**src/rtl/zbs_pkg.sv**
```systemverilog
package zbs_pkg;

   localparam int CHIPS_PER_SYM = 32;
   localparam int CIDX_W        = $clog2(CHIPS_PER_SYM);

   // Chip word of symbol zero; bit 31 holds chip 0.
   localparam logic [31:0] BASE_WORD = 32'hD9C3522E;

   typedef enum logic [2:0] {
      ST_IDLE,
      ST_PRE,
      ST_SFD,
      ST_LEN,
      ST_PAY
   } stage_e;

   // Chip k of symbol sym: rotation by 4*sym[2:0], odd chips flipped when sym[3].
   function automatic logic chip_of(input logic [3:0] sym, input logic [CIDX_W-1:0] k);
      logic [CIDX_W-1:0] j;
      logic              c;
      j = k - {sym[2:0], 2'b00};
      c = BASE_WORD[5'd31 - j];
      if (sym[3] && k[0]) c = ~c;
      return c;
   endfunction

endpackage

```
**src/rtl/zbs_tx_fifo.sv**
```systemverilog
module zbs_tx_fifo #(
   parameter int DEPTH = 128,
   parameter int W     = 8
) (
   input  logic         clk,
   input  logic         rst_n,
   input  logic         wr_en,
   input  logic [W-1:0] wr_data,
   input  logic         rd_en,
   output logic [W-1:0] rd_data,
   output logic         empty,
   output logic         full
);
   localparam int AW   = $clog2(DEPTH);
   localparam bit POW2 = (DEPTH == (1 << AW));

   logic [W-1:0]  mem [DEPTH];
   logic [AW-1:0] wr_ptr, rd_ptr, wr_nxt, rd_nxt;
   logic [AW:0]   count;
   logic          do_wr, do_rd;

   assign full  = (count == (AW+1)'(DEPTH));
   assign empty = (count == '0);
   assign do_wr = wr_en & ~full;
   assign do_rd = rd_en & ~empty;

   generate
      if (POW2) begin : g_wrap
         assign wr_nxt = wr_ptr + 1'b1;
         assign rd_nxt = rd_ptr + 1'b1;
      end else begin : g_cmp
         assign wr_nxt = (wr_ptr == AW'(DEPTH-1)) ? '0 : wr_ptr + 1'b1;
         assign rd_nxt = (rd_ptr == AW'(DEPTH-1)) ? '0 : rd_ptr + 1'b1;
      end
   endgenerate

   always_ff @(posedge clk) begin
      if (do_wr) mem[wr_ptr] <= wr_data;
   end

   // Show-ahead read: head byte is visible before the pop.
   assign rd_data = mem[rd_ptr];

   always_ff @(posedge clk or negedge rst_n) begin
      if (!rst_n) begin
         wr_ptr <= '0;
         rd_ptr <= '0;
         count  <= '0;
      end else begin
         if (do_wr) wr_ptr <= wr_nxt;
         if (do_rd) rd_ptr <= rd_nxt;
         case ({do_wr, do_rd})
            2'b10:   count <= count + 1'b1;
            2'b01:   count <= count - 1'b1;
            default: count <= count;
         endcase
      end
   end
endmodule

```
**src/rtl/zbs_frame_seq.sv**
```systemverilog
module zbs_frame_seq
   import zbs_pkg::*;
#(
   parameter int         PRE_BYTES = 4,
   parameter logic [7:0] SFD_VAL   = 8'hA7
) (
   input  logic              clk,
   input  logic              rst_n,
   input  logic              start,
   input  logic              chip_en,
   input  logic              fifo_empty,
   input  logic [7:0]        fifo_data,
   output logic              fifo_pop,
   output logic              emit,
   output logic [3:0]        sym,
   output logic [CIDX_W-1:0] chip_idx,
   output logic              busy,
   output logic              done,
   output logic              underflow
);
   localparam int PW = $clog2(PRE_BYTES + 1);

   stage_e      stage;
   logic [7:0]  cur_byte;
   logic [7:0]  remaining;
   logic [PW-1:0] pre_cnt;
   logic        nib;
   logic        byte_end;
   logic        want_byte;

   assign busy     = (stage != ST_IDLE);
   assign emit     = busy & chip_en;
   assign sym      = nib ? cur_byte[7:4] : cur_byte[3:0];
   assign byte_end = emit && (chip_idx == CIDX_W'(CHIPS_PER_SYM-1)) && nib;

   always_comb begin
      want_byte = 1'b0;
      if (byte_end) begin
         if (stage == ST_SFD) want_byte = 1'b1;
         else if ((stage == ST_LEN || stage == ST_PAY) && remaining != 8'd0) want_byte = 1'b1;
      end
   end
   assign fifo_pop = want_byte & ~fifo_empty;

   always_ff @(posedge clk or negedge rst_n) begin
      if (!rst_n) begin
         stage     <= ST_IDLE;
         cur_byte  <= '0;
         remaining <= '0;
         pre_cnt   <= '0;
         nib       <= 1'b0;
         chip_idx  <= '0;
         done      <= 1'b0;
         underflow <= 1'b0;
      end else begin
         done <= 1'b0;
         if (start && stage == ST_IDLE) begin
            stage     <= ST_PRE;
            cur_byte  <= 8'h00;
            pre_cnt   <= '0;
            nib       <= 1'b0;
            chip_idx  <= '0;
            underflow <= 1'b0;
         end else if (emit) begin
            chip_idx <= chip_idx + 1'b1;
            if (chip_idx == CIDX_W'(CHIPS_PER_SYM-1)) begin
               nib <= ~nib;
               if (nib) begin
                  case (stage)
                     ST_PRE: begin
                        if (pre_cnt == PW'(PRE_BYTES-1)) begin
                           stage    <= ST_SFD;
                           cur_byte <= SFD_VAL;
                        end else begin
                           pre_cnt  <= pre_cnt + 1'b1;
                           cur_byte <= 8'h00;
                        end
                     end
                     ST_SFD: begin
                        if (fifo_empty) begin
                           stage     <= ST_IDLE;
                           underflow <= 1'b1;
                           done      <= 1'b1;
                        end else begin
                           stage     <= ST_LEN;
                           cur_byte  <= fifo_data;
                           remaining <= fifo_data;
                        end
                     end
                     ST_LEN, ST_PAY: begin
                        if (remaining == 8'd0) begin
                           stage <= ST_IDLE;
                           done  <= 1'b1;
                        end else if (fifo_empty) begin
                           stage     <= ST_IDLE;
                           underflow <= 1'b1;
                           done      <= 1'b1;
                        end else begin
                           stage     <= ST_PAY;
                           cur_byte  <= fifo_data;
                           remaining <= remaining - 1'b1;
                        end
                     end
                     default: stage <= ST_IDLE;
                  endcase
               end
            end
         end
      end
   end
endmodule

```
**src/rtl/zbs_chip_out.sv**
```systemverilog
module zbs_chip_out
   import zbs_pkg::*;
#(
   parameter bit IQ_SWAP = 1'b0
) (
   input  logic              clk,
   input  logic              rst_n,
   input  logic              emit,
   input  logic [3:0]        sym,
   input  logic [CIDX_W-1:0] chip_idx,
   output logic              chip_valid,
   output logic              chip_bit,
   output logic              chip_i,
   output logic              chip_q
);
   logic c;
   logic to_q;

   assign c = chip_of(sym, chip_idx);

   generate
      if (IQ_SWAP) begin : g_swap
         assign to_q = ~chip_idx[0];
      end else begin : g_norm
         assign to_q = chip_idx[0];
      end
   endgenerate

   always_ff @(posedge clk or negedge rst_n) begin
      if (!rst_n) begin
         chip_valid <= 1'b0;
         chip_bit   <= 1'b0;
         chip_i     <= 1'b0;
         chip_q     <= 1'b0;
      end else begin
         chip_valid <= emit;
         if (emit) begin
            chip_bit <= c;
            if (to_q) chip_q <= c;
            else      chip_i <= c;
         end
      end
   end
endmodule

```
**src/rtl/zbs_spread_tx.sv**
```systemverilog
module zbs_spread_tx
   import zbs_pkg::*;
#(
   parameter int         FIFO_DEPTH = 128,
   parameter int         PRE_BYTES  = 4,
   parameter logic [7:0] SFD_VAL    = 8'hA7,
   parameter bit         IQ_SWAP    = 1'b0
) (
   input  logic       clk,
   input  logic       rst_n,
   input  logic       wr_en,
   input  logic [7:0] wr_data,
   output logic       fifo_full,
   input  logic       start,
   input  logic       chip_en,
   output logic       busy,
   output logic       done,
   output logic       underflow,
   output logic       chip_valid,
   output logic       chip_bit,
   output logic       chip_i,
   output logic       chip_q
);
   generate
      if (FIFO_DEPTH < 2) begin : g_bad_depth
         $error("FIFO_DEPTH must be at least 2");
      end
      if (PRE_BYTES < 1) begin : g_bad_pre
         $error("PRE_BYTES must be at least 1");
      end
   endgenerate

   logic              f_empty, f_pop, emit;
   logic [7:0]        f_data;
   logic [3:0]        sym;
   logic [CIDX_W-1:0] chip_idx;

   zbs_tx_fifo #(.DEPTH(FIFO_DEPTH), .W(8)) fifo_u (
      .clk     (clk),
      .rst_n   (rst_n),
      .wr_en   (wr_en),
      .wr_data (wr_data),
      .rd_en   (f_pop),
      .rd_data (f_data),
      .empty   (f_empty),
      .full    (fifo_full)
   );

   zbs_frame_seq #(.PRE_BYTES(PRE_BYTES), .SFD_VAL(SFD_VAL)) seq_u (
      .clk        (clk),
      .rst_n      (rst_n),
      .start      (start),
      .chip_en    (chip_en),
      .fifo_empty (f_empty),
      .fifo_data  (f_data),
      .fifo_pop   (f_pop),
      .emit       (emit),
      .sym        (sym),
      .chip_idx   (chip_idx),
      .busy       (busy),
      .done       (done),
      .underflow  (underflow)
   );

   zbs_chip_out #(.IQ_SWAP(IQ_SWAP)) out_u (
      .clk        (clk),
      .rst_n      (rst_n),
      .emit       (emit),
      .sym        (sym),
      .chip_idx   (chip_idx),
      .chip_valid (chip_valid),
      .chip_bit   (chip_bit),
      .chip_i     (chip_i),
      .chip_q     (chip_q)
   );
endmodule

```
**config.mk**
```make
export PLATFORM = sky130hd
export DESIGN_NAME = zbs_spread_tx
export DESIGN_NICKNAME = d
export VERILOG_FILES = /design/src/rtl/zbs_pkg.sv /design/src/rtl/zbs_tx_fifo.sv /design/src/rtl/zbs_frame_seq.sv /design/src/rtl/zbs_chip_out.sv /design/src/rtl/zbs_spread_tx.sv
export SDC_FILE = /design/constraint.sdc
export NUM_CORES = 1
export LEC_CHECK = 0
export BUFFER_PORTS_ARGS = -buffer_cell sky130_fd_sc_hd__buf_2
export CORE_AREA = 4 4 311 313
export CTS_BUF_LIST = sky130_fd_sc_hd__clkbuf_16
export CTS_CLUSTER_SIZE = 40
export DETAILED_ROUTE_END_ITERATION = 12
export DIE_AREA = 0 0 315 317
export PLACE_DENSITY = 0.65
export SLEW_MARGIN = 20
export SYNTH_ARGS = -nofsm -noshare
export SYNTH_HDL_FRONTEND = slang
export SYNTH_HIERARCHICAL = 1
export SYNTH_SLANG_ARGS = --single-unit
```
**constraint.sdc**
```tcl
create_clock -name clk -period 11.8 [get_ports clk]
set_clock_uncertainty 0.15 [all_clocks]
set_input_delay 2.36 -clock clk [delete_from_list [all_inputs] [get_ports clk]]
set_output_delay 2.36 -clock clk [all_outputs]
set_load 0.005 [all_outputs]
```
* Word level (Yosys, flattened, before mapping)
Memory sizes are Yosys's and may differ from the RTL's.
Index checks and enable logic that the tools add are counted.
** Storage, ports and cells
- Input bits :: 13
- Output and inout port bits :: 8
- Register bits :: 56
- Memory bits (writable) :: 1024
- Memory bits (read-only) :: 32
- Word-level logic and storage cells :: 135
- Memories kept :: 2
** Memory list
- fifo_u.mem :: words 128, width 8, rd ports 1, clocked after memory_dff 0, wr ports 1, RTL line zbs_tx_fifo.sv:17 : logic [W-1:0] mem [DEPTH];
- (no name shown) :: words 32, width 1, rd ports 1, clocked after memory_dff 0, wr ports 0, RTL line zbs_pkg.sv:22 : c = BASE_WORD[5'd31 - j];
** Cells by class
- $lt $le $gt $ge :: 1
- Equal/unequal tests :: 15
- Mux-type cells :: 55
- Bitwise operators :: 10
- Add/sub/neg operators :: 9
- Reduce and logical (&&, ||, !) cells :: 28
** Operator list (number)
- 8-bit two-way mux :: 10
- 3-bit two-way mux :: 13
- 8-bit case mux with 2 select lines :: 2
- 8-bit case mux with 3 select lines :: 1
- 1-bit two-way mux :: 22
- 8-bit zero test :: 2
- 8-bit by 1-bit subtractor with 8-bit output, second input constant :: 2
- 5-bit AND reduction :: 3
- 7-bit by 1-bit adder with 7-bit output, second input constant :: 2
- 2-bit nonzero test :: 6
- 5-bit two-way mux :: 2
- 3-bit by 2-bit equality test with 1-bit output, second input constant :: 3
- 3-bit case mux with 3 select lines :: 1
- 8-bit by 1-bit adder with 8-bit output, second input constant :: 1
- 8-bit equality test, second input constant :: 1
- 8-bit AND reduction :: 1
- 8-bit nonzero test :: 1
- 5-bit by 6-bit less-than comparator with 1-bit output, second input constant :: 1
- 2-bit != test, second input constant :: 3
- 1-bit inverter :: 6
- 2-bit AND reduction :: 3
- 3-bit nonzero test :: 2
- 5-bit by 1-bit adder with 5-bit output, second input constant :: 1
- 5-bit equality test, second input constant :: 1
- other kinds (20) :: 28

* Longest topological paths before layout
- Depth in word-level cells :: 10
- Depth in mapped cells :: 16

* Cells and area by module
The synthesis kept the hierarchy.
** Modules (own cells, without submodules)
- zbs_tx_fifo :: times used 1, sequential area each 31300.0 sq um, area each 40898.0 sq um, cells each 2001
- zbs_frame_seq :: times used 1, sequential area each 750.7 sq um, area each 1790.5 sq um, cells each 189
- zbs_chip_out :: times used 1, sequential area each 100.1 sq um, area each 352.8 sq um, cells each 36

* Least setup slack after synthesis
OpenSTA, ideal clock, no wires.
- Path kind :: in2reg
- From :: in chip_en
- To :: reg fifo_u.count[7]
- Library setup time :: 122 ps
- Data required time :: 11528 ps
- Arrival :: 4756 ps
- Stages :: 13
- Path buffers :: 0
- Slack :: 6771 ps
- Path through :: o31ai_2 > nor3_1 > o21ai_1 > inv_2 > o21a_1 > ha_1 > ha_1 > a21o_1 > a21oi_1 > o211ai_1 > a21o_1 > and3b_1 > xnor2_1
** On the way
- Cells in the longest elaborated chain, start to end :: 8
- Elaborated cells between the ends (all ways) :: 10
- Those cells by class :: eq/ne (2); mux (2); bitwise (3); reduce/logical (3)
** Ends and longest elaborated chain
- from (decl) :: RTL line zbs_spread_tx.sv:15 : input logic chip_en,
- 1-bit AND * :: RTL line zbs_frame_seq.sv:32 : assign emit = busy & chip_en;
- 1-bit logical AND * (2 in a row) :: RTL line zbs_frame_seq.sv:34 : assign byte_end = emit && (chip_idx == CIDX_W'(CHIPS_PER_SYM-1)) && nib;
- 1-bit two-way mux * :: RTL line zbs_frame_seq.sv:38 : if (byte_end) begin
- 1-bit AND * :: RTL line zbs_frame_seq.sv:43 : assign fifo_pop = want_byte & ~fifo_empty;
- via f_pop :: RTL line zbs_spread_tx.sv:33 : logic f_empty, f_pop, emit;
- 1-bit AND * :: RTL line zbs_tx_fifo.sv:25 : assign do_rd = rd_en & ~empty;
- via fifo_u.do_rd :: RTL line zbs_tx_fifo.sv:20 : logic do_wr, do_rd;
- 2-bit by 1-bit equality test with 1-bit output / 2-bit equality test (equally long branches) :: RTL line zbs_tx_fifo.sv:52 : case ({do_wr, do_rd})
- 8-bit case mux with 2 select lines / 2-bit nonzero test (equally long branches)
- to (signal assigned) :: RTL line zbs_tx_fifo.sv:53 : 2'b10: count <= count + 1'b1;
- to (signal assigned) :: RTL line zbs_tx_fifo.sv:54 : 2'b01: count <= count - 1'b1;
- to (signal assigned) :: RTL line zbs_tx_fifo.sv:55 : default: count <= count;
- to (decl) :: RTL line zbs_tx_fifo.sv:19 : logic [AW:0] count;
Mark *: on every way through the listed nets, which the timed path passes. The rest lies on a longest branch.
A chain may end at the register's enable or synchronous reset.

* Final worst setup path
- From :: reg fifo_u.rd_ptr[0]
- To :: reg seq_u.remaining[2]
** On the way
- Cells in the longest elaborated chain, start to end :: 3
** Ends and longest elaborated chain
- from (decl) :: RTL line zbs_tx_fifo.sv:18 : logic [AW-1:0] wr_ptr, rd_ptr, wr_nxt, rd_nxt;
- from (signal assigned) :: RTL line zbs_tx_fifo.sv:51 : if (do_rd) rd_ptr <= rd_nxt;
- memory read 128 x 8 bit
- via f_data[2] :: RTL line zbs_spread_tx.sv:34 : logic [7:0] f_data;
- 8-bit two-way mux :: RTL line zbs_frame_seq.sv:80 : if (fifo_empty) begin
- 8-bit case mux with 2 select lines :: RTL line zbs_frame_seq.sv:69 : case (stage)
- to (signal assigned) :: RTL line zbs_frame_seq.sv:87 : remaining <= fifo_data;
- to (signal assigned) :: RTL line zbs_frame_seq.sv:101 : remaining <= remaining - 1'b1;
- to (decl) :: RTL line zbs_frame_seq.sv:25 : logic [7:0] remaining;
The timed path passes the listed nets, and every way through them passes these cells. The select of a mux whose other input is x is not followed.

==> reports/metrics.cfg <==
[clock_tree]
cts_resized = 0
cts-root-buf = clkbuf_16
clk_latency_ps = 660
cts_buffers = 102
cts.sinks = 1080
cts_tree = done
clk_pin_slew_ps = 60
htree_levels = 3
hold_buffers = 0
post_cts_buffers = 0
cts_buffer_depth = 3

[power]
peakVddDrop_mv = 0.100
clkPwrFrac_pct = 41.9
seqPwrFrac_pct = 54.4
p_switching_mw = 1.59
powerDensity_nw_per_um2 = 164
p_leak_nw = 14.7
p_int_mw = 6.22
comb_power_share_pct = 3.7
switching_share_pct = 20.4

[timing]
final_hold_viol_count = 0
setup_viol_count_final = 0
relSlewSlack_pct = 28.4
grt_setup_unrepaired = no
fin_tns_setup_ps = 0
timing.fmax_mhz = 196
finalCriticalPeriod_ps = 5100
whs_ps = 348
worst_pin_slew_ps = 1070
drv_slew = 0
final.period_utilization_pct = 43.2

[place]
hpwl_um = 59700
dp.cells = 3419
port_buffers = 20
place.gp.congestion = 0.846

[grt]
grt_usage_pct = 19.9
antenna_found_initial = 3
grt_max_degree = 96
grt_pass1_vias = 21700
overflow = 0
grt_pass1_wl_um = 147000

[min_path]
min_path_cells = 1
min_from = seq_u/pre_cnt[0]
holdPathEnd = seq_u/pre_cnt[0]
hold_path_class = reg2reg

[cells_and_area]
antenna_cells = 0
final_cell_mix = 1024 x edfxtp_1, 188 x mux4_2, 156 x nor2_1
mostFrequentLayoutCell = edfxtp_1
final_nets = 2292
stdcell_count = 3606
drive_gt1_share_pct = 18.0
syn_to_final_growth_pct = 10.8

[yosys]
ys_ff_latch = 1080
postSynthAreaPerCell_um2 = 19.3
synth_area_um2 = 43000
ys_seq_area_share_pct = 74.7
synth_top_area_share_pct = 71.4
yosys_warnings = 6
dominantRegCellSynth = edfxtp_1
syn-num-nets = 2259
netlist_top_cells_area = edfxtp_1 71%, mux4_2 9.8%, mux2i_1 3.3%
synth_area_leader_cell = edfxtp_1
yosysUniqueCellTypes = 81
synth-edff-count = 1024
syn_inst = 2226
async_flop_share_pct = 5.19

[critical_path]
r2r_cells = 10
reg2reg_from = fifo_u/rd_ptr[0]
reg2reg_slack_ps = 6700
cp.required_ps = 12180
path_class = reg2reg
worstSetupStartpointType = register
cp-end-kind = register
worstPathArrival_ps = 5480
critPathMaxFanout = 40
timing.rr.end = seq_u/remaining[2]

[floorplan]
rows = 113
dieArea_um2 = 99900
die_w_um = 315
coreArea_um2 = 94300
initial_core_util_pct = 45.6
ioPinCount = 21
die_h_um = 317

[drt]
drtPass1Iterations = 6
drtAntennaViolNets = 0
wl_per_cell_um = 27.6
drt_iter0_markers = 2406
viasPerCell = 5.97
post-route-drc-count = 0
drt-total-wl_um = 99400
num_vias = 21500

[run]
cap_violations = 0

[status]
status = completed

-- sequential cells by signal, summed over array words and instances, names as in the netlist, 3 cells and up --
register and count:
fifo_u/mem 1024, fifo_u/count 8, seq_u/cur_byte 8, seq_u/remaining 8, fifo_u/rd_ptr 7, fifo_u/wr_ptr 7, seq_u/chip_idx 5, seq_u/pre_cnt 3
seq_u/stage 3
-- logic make-up after synthesis --
| group | share of synthesized area (%) |
|---|---|
| AOI/OAI and AO/OA | 5.00 |
| xor gates and xnor gates | 0.468 |
| adders and majority gates | 0.616 |
| buffers and inverters | 2.00 |
| DFF | 74.7 |
| muxes | 13.9 |
| and+or+nand+nor | 3.28 |
-- layout make-up --
class                      count  area [µm²]
fill                        7404       46600
sequential                  1080       32200
timing repair buffer          53         400
multi-input combinational    998       10100
clock buffer                 104        2600
tap                         1265        1580
inverter                      24        90.1
clock inverter                82         766
-- cell usage after synthesis (all sizes together), types with 3 or more instances --
| cell | instances |
|---|---|
| a221oi | 18 |
| o22ai | 19 |
| a2bb2oi | 4 |
| nand2b | 5 |
| xor2 | 12 |
| ha | 18 |
| o221ai | 20 |
| a22o | 20 |
| a22oi | 47 |
| nand3 | 20 |
| o32a | 8 |
| and2 | 5 |
| a21oi | 25 |
| o211ai | 9 |
| a31oi | 8 |
| dfrtp | 56 |
| or2 | 4 |
| nor3 | 7 |
| and3 | 5 |
| a21o | 5 |
| buf | 73 |
| nor2b | 11 |
| mux2i | 144 |
| mux2 | 5 |
| o21ai | 30 |
| inv | 24 |
| nand4 | 4 |
| nor2 | 159 |
| o2111ai | 4 |
| mux4 | 198 |
| xnor2 | 11 |
| a41oi | 3 |
| or3 | 5 |
| a211oi | 50 |
| clkbuf | 51 |
| edfxtp | 1024 |
| nand2 | 82 |
-- routing by layer --
metal  GRT usage [%]  wire, µm  vias to the layer above
li1                -         -                     9198
met1            27.8     40200                    11200
met2            31.5     47100                      928
met3            4.20      8730                      178
met4            7.16      3310                        4
met5               0        23                        -
-- power groups by stage --
stage	clock network, mW	logic (mW)	registers (mW)
2_1_floorplan	0	0.183	4.32
3_5_place_dp	0	0.288	4.33
4_1_cts	3.33	0.288	4.25
5_1_grt	3.51	0.319	4.25
6_report	3.28	0.286	4.25
3_3_place_gp	0	0.274	4.33
-- metrics by stage --
step | worst slack (ps) | utilization [%] | total power [mW] | area (µm²)
finish | 6700 | 50.6 | 7.81 | 47700
global route | 6440 | 50.6 | 8.09 | 47700
CTS | 6670 | 50.5 | 7.87 | 47600
detailed placement | 6170 | 46.9 | 4.62 | 44300
global placement | 6270 | 46.9 | 4.60 | 44300
floorplan | 6770 | - | 4.50 | 43000
-- worst max path at each step --
| stage | slack (ps) | end | cells after the start | start |
|---|---|---|---|---|
| 3_3_place_gp | 6270 | fifo_u/count[7] | 14 | chip_en |
| 4_1_cts | 6670 | seq_u/remaining[2] | 10 | fifo_u/rd_ptr[0] |
| 6_report | 6700 | seq_u/remaining[2] | 10 | fifo_u/rd_ptr[0] |
| 5_1_grt | 6440 | seq_u/remaining[7] | 9 | fifo_u/rd_ptr[0] |
| 3_5_place_dp | 6170 | fifo_u/count[7] | 14 | chip_en |
| 2_1_floorplan | 6770 | fifo_u/count[7] | 13 | chip_en |
-- worst max-delay path, stage by stage, from the launching register on --
cell and delay (ps):
dfrtp_4 880, buf_4 640, buf_4 710, mux4_1 640, a22o_1 290, a211oi_1 390, a211oi_1 220, o32a_1 470
nor3_1 240, a31oi_1 70, o22a_1 210
Power figures use the tool's default switching activity.
